[config.mk]
export PLATFORM = sky130hd
export DESIGN_NAME = uart_frame_tx
export DESIGN_NICKNAME = d
export VERILOG_FILES = /design/src/rtl/txfr_pkg.sv /design/src/rtl/tx_fmt_decode.sv /design/src/rtl/tx_frame_build.sv /design/src/rtl/tx_serializer.sv /design/src/rtl/uart_frame_tx.sv
export SDC_FILE = /design/constraint.sdc
export NUM_CORES = 1
export LEC_CHECK = 0
export BUFFER_PORTS_ARGS = -buffer_cell sky130_fd_sc_hd__buf_2
export CORE_ASPECT_RATIO = 0.6
export CORE_MARGIN = 1
export CORE_UTILIZATION = 60
export CTS_CLUSTER_DIAMETER = 50
export CTS_CLUSTER_SIZE = 8
export DETAILED_ROUTE_END_ITERATION = 8
export GPL_TIMING_DRIVEN = 0
export PLACE_DENSITY = 0.84
export REMOVE_ABC_BUFFERS = 1
export SLEW_MARGIN = 0
export SYNTH_ARGS = -nofsm -noshare
export SYNTH_HDL_FRONTEND = slang
export SYNTH_SLANG_ARGS = --single-unit
[constraint.sdc]
create_clock -name clk -period 6.9 [get_ports clk]
set_input_delay 2.07 -clock clk [delete_from_list [all_inputs] [get_ports clk]]
set_output_delay 2.07 -clock clk [all_outputs]
set_load 0.05 [all_outputs]
[src/rtl/txfr_pkg.sv]
package txfr_pkg;
    localparam int DATA_W    = 9;
    localparam int FRAME_MAX = 1 + DATA_W + 1 + 2;
    localparam int LEN_W     = $clog2(FRAME_MAX + 1);
    localparam int NB_W      = $clog2(DATA_W + 1);
    localparam int SAFE_BITS = 8;

    typedef enum logic [1:0] {
        PAR_NONE = 2'b00,
        PAR_RSVD = 2'b01,
        PAR_EVEN = 2'b10,
        PAR_ODD  = 2'b11
    } par_code_e;

    typedef enum logic [1:0] {
        ST_IDLE,
        ST_ARMED,
        ST_SEND
    } tx_state_e;

    typedef struct packed {
        logic [NB_W-1:0] nbits;
        logic            par_en;
        logic            par_odd;
        logic            two_stop;
        logic            bad_code;
    } fmt_t;

    function automatic logic [NB_W-1:0] code_bits(input logic [2:0] c);
        case (c)
            3'b000:  return NB_W'(5);
            3'b001:  return NB_W'(6);
            3'b010:  return NB_W'(7);
            3'b011:  return NB_W'(8);
            3'b111:  return NB_W'(9);
            default: return NB_W'(SAFE_BITS);
        endcase
    endfunction

    function automatic logic code_reserved(input logic [2:0] c);
        return (c == 3'b100) || (c == 3'b101) || (c == 3'b110);
    endfunction
endpackage

[src/rtl/tx_fmt_decode.sv]
module tx_fmt_decode
    import txfr_pkg::*;
(
    input  logic [2:0] char_code,
    input  logic [1:0] par_mode,
    input  logic       two_stop,
    output fmt_t       fmt
);
    par_code_e pc;

    always_comb begin
        pc           = par_code_e'(par_mode);
        fmt.nbits    = code_bits(char_code);
        fmt.par_en   = (pc == PAR_EVEN) || (pc == PAR_ODD);
        fmt.par_odd  = (pc == PAR_ODD);
        fmt.two_stop = two_stop;
        fmt.bad_code = code_reserved(char_code) || (pc == PAR_RSVD);
    end
endmodule

[src/rtl/tx_frame_build.sv]
module tx_frame_build
    import txfr_pkg::*;
(
    input  fmt_t                  fmt,
    input  logic [DATA_W-1:0]     data,
    output logic [FRAME_MAX-1:0]  frame,
    output logic [LEN_W-1:0]      len
);
    logic [DATA_W-1:0] mask;
    logic              par_bit;

    always_comb begin
        mask = '0;
        for (int i = 0; i < DATA_W; i++) begin
            if (NB_W'(i) < fmt.nbits) mask[i] = 1'b1;
        end
        par_bit = (^(data & mask)) ^ fmt.par_odd;

        frame    = '1;
        frame[0] = 1'b0;
        for (int i = 0; i < DATA_W; i++) begin
            if (mask[i]) frame[i+1] = data[i];
        end
        if (fmt.par_en) frame[int'(fmt.nbits) + 1] = par_bit;

        len = LEN_W'(2) + LEN_W'(fmt.nbits)
            + LEN_W'(fmt.par_en) + LEN_W'(fmt.two_stop);
    end
endmodule

[src/rtl/tx_serializer.sv]
module tx_serializer
    import txfr_pkg::*;
(
    input  logic                 clk,
    input  logic                 rst,
    input  logic                 tick,
    input  logic                 load,
    input  logic [FRAME_MAX-1:0] frame,
    input  logic [LEN_W-1:0]     len,
    output logic                 line,
    output logic                 active
);
    tx_state_e            state;
    logic [FRAME_MAX-1:0] shreg;
    logic [LEN_W-1:0]     left;

    always_ff @(posedge clk) begin
        if (rst) begin
            state <= ST_IDLE;
            line  <= 1'b1;
            shreg <= '1;
            left  <= '0;
        end else begin
            case (state)
                ST_IDLE: begin
                    if (load) begin
                        shreg <= frame;
                        left  <= len - LEN_W'(1);
                        state <= ST_ARMED;
                    end
                end
                ST_ARMED: begin
                    if (tick) begin
                        line  <= shreg[0];
                        shreg <= {1'b1, shreg[FRAME_MAX-1:1]};
                        state <= ST_SEND;
                    end
                end
                ST_SEND: begin
                    if (tick) begin
                        if (left == '0) begin
                            line  <= 1'b1;
                            state <= ST_IDLE;
                        end else begin
                            line  <= shreg[0];
                            shreg <= {1'b1, shreg[FRAME_MAX-1:1]};
                            left  <= left - LEN_W'(1);
                        end
                    end
                end
                default: state <= ST_IDLE;
            endcase
        end
    end

    assign active = (state != ST_IDLE);
endmodule

[src/rtl/uart_frame_tx.sv]
module uart_frame_tx
    import txfr_pkg::*;
(
    input  logic              clk,
    input  logic              rst,
    input  logic              baud_tick,
    input  logic [DATA_W-1:0] in_data,
    input  logic              in_valid,
    output logic              in_ready,
    input  logic [1:0]        par_mode,
    input  logic              two_stop,
    input  logic [2:0]        char_code,
    output logic              txd,
    output logic              busy,
    output logic              cfg_err
);
    fmt_t                 fmt;
    logic [FRAME_MAX-1:0] frame;
    logic [LEN_W-1:0]     len;
    logic                 accept;

    assign in_ready = !rst && !busy;
    assign accept   = in_valid && in_ready;

    tx_fmt_decode u_dec (
        .char_code (char_code),
        .par_mode  (par_mode),
        .two_stop  (two_stop),
        .fmt       (fmt)
    );

    tx_frame_build u_build (
        .fmt   (fmt),
        .data  (in_data),
        .frame (frame),
        .len   (len)
    );

    tx_serializer u_ser (
        .clk    (clk),
        .rst    (rst),
        .tick   (baud_tick),
        .load   (accept),
        .frame  (frame),
        .len    (len),
        .line   (txd),
        .active (busy)
    );

    always_ff @(posedge clk) begin
        if (rst)         cfg_err <= 1'b0;
        else if (accept) cfg_err <= fmt.bad_code;
    end
endmodule

Word-level counts from Yosys, hierarchy flattened:

Index checks and enable logic that the tools add are counted.

* bits in registers: 21
* input bits: 19
* output and inout bits: 4
* word-level logic and storage cells: 102

* $add $sub $neg: 6
* $lt $le $gt $ge: 11
* eq/ne operators: 16
* multiplexer cells: 41
* bitwise logic cells: 2
* reduce and logical (&&, ||, !) cells: 21

Operators by type and width (count)
* 13-bit two-way mux: 5
* 13-bit case mux with 3 select lines: 1
* 32-bit by 1-bit >= comparator with 1-bit output (second input constant): 1
* 32-bit by 6-bit less-than comparator with 1-bit output (second input constant): 1
* 1-bit two-way mux: 22
* 3-bit by 4-bit less-than comparator with 1-bit output (first input constant): 4
* 4-bit case mux with 4 select lines: 1
* 13-bit bitwise mux: 1
* 3-bit equality test (second input constant): 4
* 4-bit two-way mux: 3
* 9-bit bitwise AND: 1
* 9-bit XOR reduction: 1
* 4-bit by 1-bit adder with 4-bit output: 2
* 1-bit by 4-bit less-than comparator with 1-bit output (first input constant): 2
* 2-bit by 4-bit less-than comparator with 1-bit output (first input constant): 2
* 2-bit two-way mux: 4
* 2-bit inequality test (second input constant): 4
* 4-bit case mux with 2 select lines: 1
* 4-bit AND reduction: 2
* 4-bit by 1-bit subtractor with 4-bit output (second input constant): 2
* 2-bit equality test (second input constant): 3
* 2-bit case mux with 3 select lines: 1
* 2-bit nonzero test: 3
* 4-bit by 1-bit adder with 5-bit output (second input constant): 1
* other kinds (18): 25

Longest topological paths before layout:

Gate-level depths: netlist of run 1.

* word-level depth: 11
* gate-level depth with buffers: 12
* mapped depth without buffers: 11

Cells and area by module:

Synthesis of run 1 repeated with hierarchy kept, for this count alone.

* cells, all modules: 208
* area total of the unflattened synthesis: 1737.9 um2

Modules (own cells, without submodules)
* tx_serializer: instances 1, cells each 114, area an instance 1094.8 um2, sequential area each 400.4 um2
* tx_frame_build: instances 1, cells each 75, area an instance 519.2 um2, sequential area each 0.0 um2
* tx_fmt_decode: instances 1, cells each 12, area an instance 65.1 um2, sequential area each 0.0 um2
* uart_frame_tx: instances 1, cells each 7, area an instance 58.8 um2, sequential area each 20.0 um2

Worst setup path before layout of run 1:

OpenSTA, ideal clock, no wires.

* kind: input to output
* start point: input port rst
* end point: output port in_ready
* data arrival time: 2.908 ns
* required time: 4.830 ns
* path slack: 1.922 ns
* stages: 2
* path buffers: 1
* cells stage by stage: clkbuf_1 -> nor2_1

* cells in the longest elaborated chain, start to end: 2

RTL lines
* from (decl): line uart_frame_tx.sv:5 `input logic rst,`
* 1-bit zero test: line uart_frame_tx.sv:22 `assign in_ready = !rst && !busy;`
* 1-bit logical AND: line uart_frame_tx.sv:22
* to (decl): line uart_frame_tx.sv:9 `output logic in_ready,`

Every way passes these cells.

Worst setup path after layout of run 1:

Same ends and word-level chain as after synthesis.

==> impl_metrics.env, run 1 <==
export IMPL_synthDistinctLibCells=44
export IMPL_wire_per_inst_um=15.3
export IMPL_number_of_buffers_created_by_cts=3
export IMPL_asyncSetResetFlopFracSynth=0
export IMPL_io_pins=23
export IMPL_htreeDepth=1
export IMPL_max_cap_violations=0
export IMPL_worst_setup_path_end_kind="primary output"
export IMPL_timing_worst_slew_pin_value_ns=0.986
export IMPL_syn_area_mm2=0.00150
export IMPL_effective_utilization_at_floorplan=0.664
export IMPL_crit_path_start_kind="primary input"
export IMPL_dp_hpwl_um=2470
export IMPL_floorplan_die_width_um=66.6
export IMPL_dr_vias=1339
export IMPL_synthesis_to_finish_area_growth_pct=9.84
export IMPL_power_leakage_uw=0.000685
export IMPL_layout_drive_gt1_share=0.195
export IMPL_first_global_vias=1196
export IMPL_placer_s_final_routability_congestion_estimate=0.914
export IMPL_cp_data_required_time_ns=4.83
export IMPL_regToRegSetupSlack_ns=4.16
export IMPL_power_per_cell_area_mw_per_mm2=408
export IMPL_tritonroute_pass_1_iters=4
export IMPL_register_area_share_after_synthesis=0.280
export IMPL_vdd_ir_drop_worst_uv=197
export IMPL_worst_ep_arrival_time_ns=2.71
export IMPL_cts_reportedPaths_clkPinSlew_ns=0.08
export IMPL_clock_insertion_delay_worst_skew_ns=0.27
export IMPL_finalWorstPathRequiredPeriod_ns=4.78
export IMPL_maximum_number_of_pins_on_one_net_before_global_route_repair=26
export IMPL_layout_nets=218
export IMPL_max_clock_path_buffers=2
export IMPL_wirelength_um=3370
export IMPL_worst_max_slew_margin_expressed_relative_to_the_limit=0.341
export IMPL_grt_first_pass_wirelength_um=5200
export IMPL_cts_resized=0
export IMPL_cts_setup_buffers=0
export IMPL_row_count=13
export IMPL_p_total_uw=673
export IMPL_initial_antenna_violation_count=0
export IMPL_cts_root_buf="clkbuf_8"
export IMPL_setup_violations=0
export IMPL_fmax_ghz=0.209
export IMPL_timing_clock_skew_ns=0.00173
export IMPL_tns_ns=0
export IMPL_number_of_flip_flops_and_latches_in_the_synthesized_netlist=21
export IMPL_startpoint="rst"
export IMPL_hold_ws_ns=0.469
export IMPL_synth_edf_count=0
export IMPL_worst_r2r_path_depth=8
export IMPL_tritoncts_clock_tree="built"
export IMPL_timing_max_transition_violations_final=0
export IMPL_die_h_um=40.7
export IMPL_cts_hold_buffers=0
export IMPL_final_min_period_over_clock_period=0.692
export IMPL_setup_repair_after_global_routing_missed_its_margin="false"
export IMPL_worst_r2r_endpoint="u_ser.shreg[6]$_SDFFE_PP1P_"
export IMPL_worstSetupEndpoint="in_ready"
export IMPL_synthesis_yosys_warnings=0
export IMPL_synthesis_instances=175
export IMPL_fp_dieArea_mm2=0.00271
export IMPL_number_of_routed_nets_with_antenna_violations=0
export IMPL_reg2reg_start="u_ser.state[0]$_SDFFE_PP0P_"
export IMPL_antennaDiodeCount=0
export IMPL_hold_path_class="flop to flop"
export IMPL_drtIter0Drc=97
export IMPL_setup_worst_path_class="primary input to primary output"
export IMPL_synth_ff_type="dfxtp_1"
export IMPL_buffer_ports_inserted=22
export IMPL_syn_mean_instance_area_um2=8.57
export IMPL_via_per_inst=6.09
export IMPL_run_status="complete, no violations"
export IMPL_hold_viol_final=0
export IMPL_grt_overflow=0
export IMPL_cp_max_fo=23
export IMPL_drc=0
export IMPL_clkSinkCount=21
export IMPL_fp_coreArea_mm2=0.00226
export IMPL_global_router_s_overall_resource_usage=0.266
[layout make-up]
class,count,area [µm²]
Sequential cell,21,420
Clock buffer,3,41.3
Fill cell,180,613
Multi-Input combinational cell,130,982
Tap cell,30,37.5
Clock inverter,1,7.51
Inverter,13,48.8
Timing Repair Buffer,22,110
[Yosys cell counts (2+ instances only)]
master,n,share of area
and3_1,2,0.0083
inv_1,13,0.033
nor2_1,11,0.028
nor2b_1,6,0.025
nor3_1,3,0.010
dfxtp_1,21,0.28
o21ai_0,10,0.033
a211oi_1,2,0.010
mux2i_1,6,0.040
nand3b_1,2,0.010
a221o_1,3,0.020
nand2_1,10,0.025
clkbuf_1,7,0.018
a311oi_1,2,0.012
or3_1,3,0.013
nand3_1,4,0.013
xnor2_2,3,0.033
nand4_1,2,0.0083
a21oi_1,15,0.050
o21bai_1,2,0.010
nand2b_1,7,0.029
a211o_1,7,0.041
buf_2,3,0.010
xor2_1,3,0.018
xnor2_1,3,0.018
ha_1,7,0.058
[report_power, final]
part | leakage [µW] | internal [µW] | switching [µW]
registers | 0.000173 | 169 | 34.0
logic | 0.000491 | 154 | 230
clock network | 0.0000217 | 40.9 | 45.1
[critical path, cell delays in order]
cell,delay (ns)
buf_2,0.35
nor2_1,0.06
buf_2,0.22
[cells by family after synthesis]
kind of cell | synth area share
AOI/OAI and AO/OA | 0.251
xor gates and xnor gates | 0.0834
adders and majority gates | 0.0717
buffers and inverters | 0.0651
DFF | 0.280
muxes | 0.0567
and+or+nand+nor | 0.192
[cell usage in the layout (no fill, tap or decap), types with 4 or more instances in the layout]
cell / n
nand2_1: 10
a21oi_1: 15
nand2b_1: 7
dfxtp_1: 21
nor2b_1: 6
ha_1: 7
nand3_1: 4
inv_1: 13
mux2i_1: 6
buf_2: 22
nor2_1: 11
a211o_1: 7
o21ai_0: 10
[metrics by stage]
step | area (µm²) | utilization | instances | setup WS (ns)
after global routing | 1650 | 0.729 | 220 | 2.07
after CTS | 1650 | 0.729 | 220 | 2.13
after detailed placement | 1600 | 0.707 | 216 | 2.13
after global placement | 1600 | 0.707 | 216 | 2.14
after floorplan | 1450 | - | 164 | 2.12
final | 1650 | 0.729 | 220 | 2.12
[worst min-delay path by stage]
stage,start,to,cells after the start
6_report,u_ser.shreg[2]$_SDFFE_PP1P_,u_ser.shreg[2]$_SDFFE_PP1P_,1
5_1_grt,u_ser.shreg[2]$_SDFFE_PP1P_,u_ser.shreg[2]$_SDFFE_PP1P_,1
4_1_cts,u_ser.shreg[2]$_SDFFE_PP1P_,u_ser.shreg[2]$_SDFFE_PP1P_,1
3_5_place_dp,u_ser.shreg[2]$_SDFFE_PP1P_,u_ser.shreg[2]$_SDFFE_PP1P_,1
3_3_place_gp,u_ser.shreg[12]$_SDFFE_PP1P_,u_ser.shreg[12]$_SDFFE_PP1P_,2
2_1_floorplan,u_ser.shreg[12]$_SDFFE_PP1P_,u_ser.shreg[12]$_SDFFE_PP1P_,2
[layer usage]
metal  vias up  share of wire  global-route usage  wire (µm)
met5         -              0                   0          0
met2        61           0.45               0.465       1520
met3         7          0.079              0.0528        266
met1       622           0.46               0.340       1550
li1        649              -                   -          -
met4         0          0.011              0.0904         36
[registers in the layout, summed over array words and instances (netlist names)]
register	cells
cfg_err	1
u_ser.left	4
u_ser.line	1
u_ser.shreg	13
u_ser.state	2
No activity file was read; power rests on OpenSTA's default activity.
==> inputs of run 2 (changes only) <==
--- a/config.mk
+++ b/config.mk
@@ -8,12 +8,12 @@
 export BUFFER_PORTS_ARGS = -buffer_cell sky130_fd_sc_hd__buf_2
 export CORE_ASPECT_RATIO = 0.6
 export CORE_MARGIN = 1
-export CORE_UTILIZATION = 60
+export CORE_UTILIZATION = 51
 export CTS_CLUSTER_DIAMETER = 50
 export CTS_CLUSTER_SIZE = 8
 export DETAILED_ROUTE_END_ITERATION = 8
 export GPL_TIMING_DRIVEN = 0
-export PLACE_DENSITY = 0.84
+export PLACE_DENSITY = 0.76
 export REMOVE_ABC_BUFFERS = 1
 export SLEW_MARGIN = 0
 export SYNTH_ARGS = -nofsm -noshare
==> constraint.sdc (replaced) <==
create_clock -name clk -period 4 [get_ports clk]
set_input_delay 1.2 -clock clk [delete_from_list [all_inputs] [get_ports clk]]
set_output_delay 1.2 -clock clk [all_outputs]
set_load 0.05 [all_outputs]
==> run 2 against run 1 <==
Utilization decreased by 10 points. Combinational power increased by 71%. First-iteration DRC count increased by 3.1%. Critical path type unchanged. Largest power group unchanged.
==> impl_metrics.env, run 2 (synthesized netlist as in run 1, its figures left out) <==
export IMPL_max_clock_path_buffers=2
export IMPL_buffer_ports_inserted=22
export IMPL_mostFrequentLayoutCell="buf_2"
export IMPL_most_frequent_cells_in_the_layout="22 x buf_2, 21 x dfxtp_1, 15 x a21oi_1"
export IMPL_placer_s_final_routability_congestion_estimate=0.881
export IMPL_hold_ws_ns=0.459
export IMPL_row_count=14
export IMPL_floorplan_die_width_um=72.0
export IMPL_fp_coreArea_mm2=0.00265
export IMPL_critical_path_s_largest_stage_delay_ns=0.34
export IMPL_maximum_number_of_pins_on_one_net_before_global_route_repair=26
export IMPL_vdd_ir_drop_worst_uv=283
export IMPL_crit_path_start_kind="primary input"
export IMPL_io_pins=23
export IMPL_global_router_s_overall_resource_usage=0.235
export IMPL_final_min_period_over_clock_period=0.759
export IMPL_startpoint="rst"
export IMPL_setup_violations=0
export IMPL_reg2reg_start="u_ser.state[0]$_SDFFE_PP0P_"
export IMPL_tritoncts_clock_tree="built"
export IMPL_power_leakage_uw=0.000689
export IMPL_hold_path_class="flop to flop"
export IMPL_crit_path_frequent_cell="buf_2"
export IMPL_worst_ep_arrival_time_ns=1.83
export IMPL_max_cap_violations=0
export IMPL_drc=0
export IMPL_tritonroute_pass_1_iters=4
export IMPL_cts_root_buf="clkbuf_8"
export IMPL_layout_nets=218
export IMPL_finalWorstPathRequiredPeriod_ns=3.03
export IMPL_number_of_buffers_created_by_cts=3
export IMPL_dp_hpwl_um=2450
export IMPL_grt_first_pass_wirelength_um=5660
export IMPL_largest_register="u_ser.shreg"
export IMPL_worst_r2r_path_depth=8
export IMPL_hold_viol_final=0
export IMPL_drtIter0Drc=100
export IMPL_clock_insertion_delay_worst_skew_ns=0.26
export IMPL_cp_data_required_time_ns=2.80
export IMPL_power_per_cell_area_mw_per_mm2=692
export IMPL_critical_path_n_buffers_inverters=2
export IMPL_effective_utilization_at_floorplan=0.567
export IMPL_critPathTopFamily="buffers and inverters"
export IMPL_grt_overflow=0
export IMPL_largest_reg_flops=13
export IMPL_fmax_ghz=0.330
export IMPL_cts_setup_buffers=0
export IMPL_number_of_routed_nets_with_antenna_violations=0
export IMPL_setup_worst_path_class="primary input to primary output"
export IMPL_timing_hold_worst_path_depth=2
export IMPL_crit_path_cell_trace="buf_2 -> nor2_1 -> buf_2"
export IMPL_fp_dieArea_mm2=0.00317
export IMPL_dr_vias=1318
export IMPL_die_h_um=44.0
export IMPL_tns_ns=0
export IMPL_synthesis_to_finish_area_growth_pct=10.5
export IMPL_clkSinkCount=21
export IMPL_wire_per_inst_um=14.5
export IMPL_cts_resized=0
export IMPL_first_global_vias=1231
export IMPL_antennaDiodeCount=0
export IMPL_worst_setup_path_end_kind="primary output"
export IMPL_setup_repair_after_global_routing_missed_its_margin="false"
export IMPL_via_per_inst=5.73
export IMPL_top_regs="u_ser.shreg x13, u_ser.left x4, u_ser.state x2"
export IMPL_timing_clock_skew_ns=0.00516
export IMPL_htreeDepth=1
export IMPL_cts_reportedPaths_clkPinSlew_ns=0.07
export IMPL_worst_max_slew_margin_expressed_relative_to_the_limit=0.328
export IMPL_hold_path_start="u_ser.shreg[12]$_SDFFE_PP1P_"
export IMPL_timing_max_transition_violations_final=0
export IMPL_cp_max_fo=23
export IMPL_wirelength_um=3340
export IMPL_critical_path_cell_count=3
export IMPL_cts_hold_buffers=0
export IMPL_run_status="complete, no violations"
export IMPL_slowest_stage_cell_on_the_critical_path="buf_2"
export IMPL_layout_drive_gt1_share=0.195
export IMPL_initial_antenna_violation_count=0
export IMPL_timing_worst_slew_pin_value_ns=1.01
## run 2: cell types whose count changed in the layout (fill, tap and decap cells not counted)
cell and delta:
clkinv_2 +1, clkinvlp_4 -1
## run 2: power breakdown
part | internal, µW | switching [µW] | leakage, µW | total, µW
sequential | 291 | 57.9 | 0.000173 | 349
clock | 69.5 | 71.9 | 0.0000255 | 141
combinational | 267 | 390 | 0.000491 | 656
total | 628 | 519 | 0.000689 | 1150
## run 2: area by class of cell
type | count | area, µm²
Clock buffer | 3 | 41.3
Clock inverter | 1 | 5.00
Fill cell | 233 | 987
Inverter | 13 | 48.8
Multi-Input combinational cell | 130 | 982
Sequential cell | 21 | 420
Tap cell | 40 | 50.0
Timing Repair Buffer | 22 | 110
## run 2: per-stage QoR
step	cell area, µm²	total power [µW]	instances	utilization	setup WS [ns]
after CTS	1660	1150	230	0.627	0.958
after floorplan	1450	852	164	-	0.955
final	1660	1150	230	0.627	0.966
after detailed placement	1610	1000	226	0.609	0.758
after global routing	1660	1230	230	0.627	0.816
after global placement	1610	964	226	0.609	0.857
## run 2: path summary, 6_finish.rpt
path / end / slack, ns
min: u_ser.shreg[12]$_SDFFE_PP1P_ / 0.46
max reg2reg: u_ser.shreg[6]$_SDFFE_PP1P_ / 1.37
max: in_ready / 0.97
min reg2reg: u_ser.shreg[12]$_SDFFE_PP1P_ / 0.46
## run 2: per-layer routing
metal	wire length (µm)	global-route usage
met1	1470	0.306
met2	1610	0.408
met3	237	0.0569
met4	20	0.0471
met5	0	0
## run 2: worst register-to-register path, stage by stage, from the launching register on
cell	delay, ns
dfxtp_1	0.34
inv_1	0.08
ha_1	0.50
nand2b_1	0.17
nor3b_2	0.30
a211oi_2	0.10
o311ai_4	0.31
mux2_2	0.42
or3_1	0.30
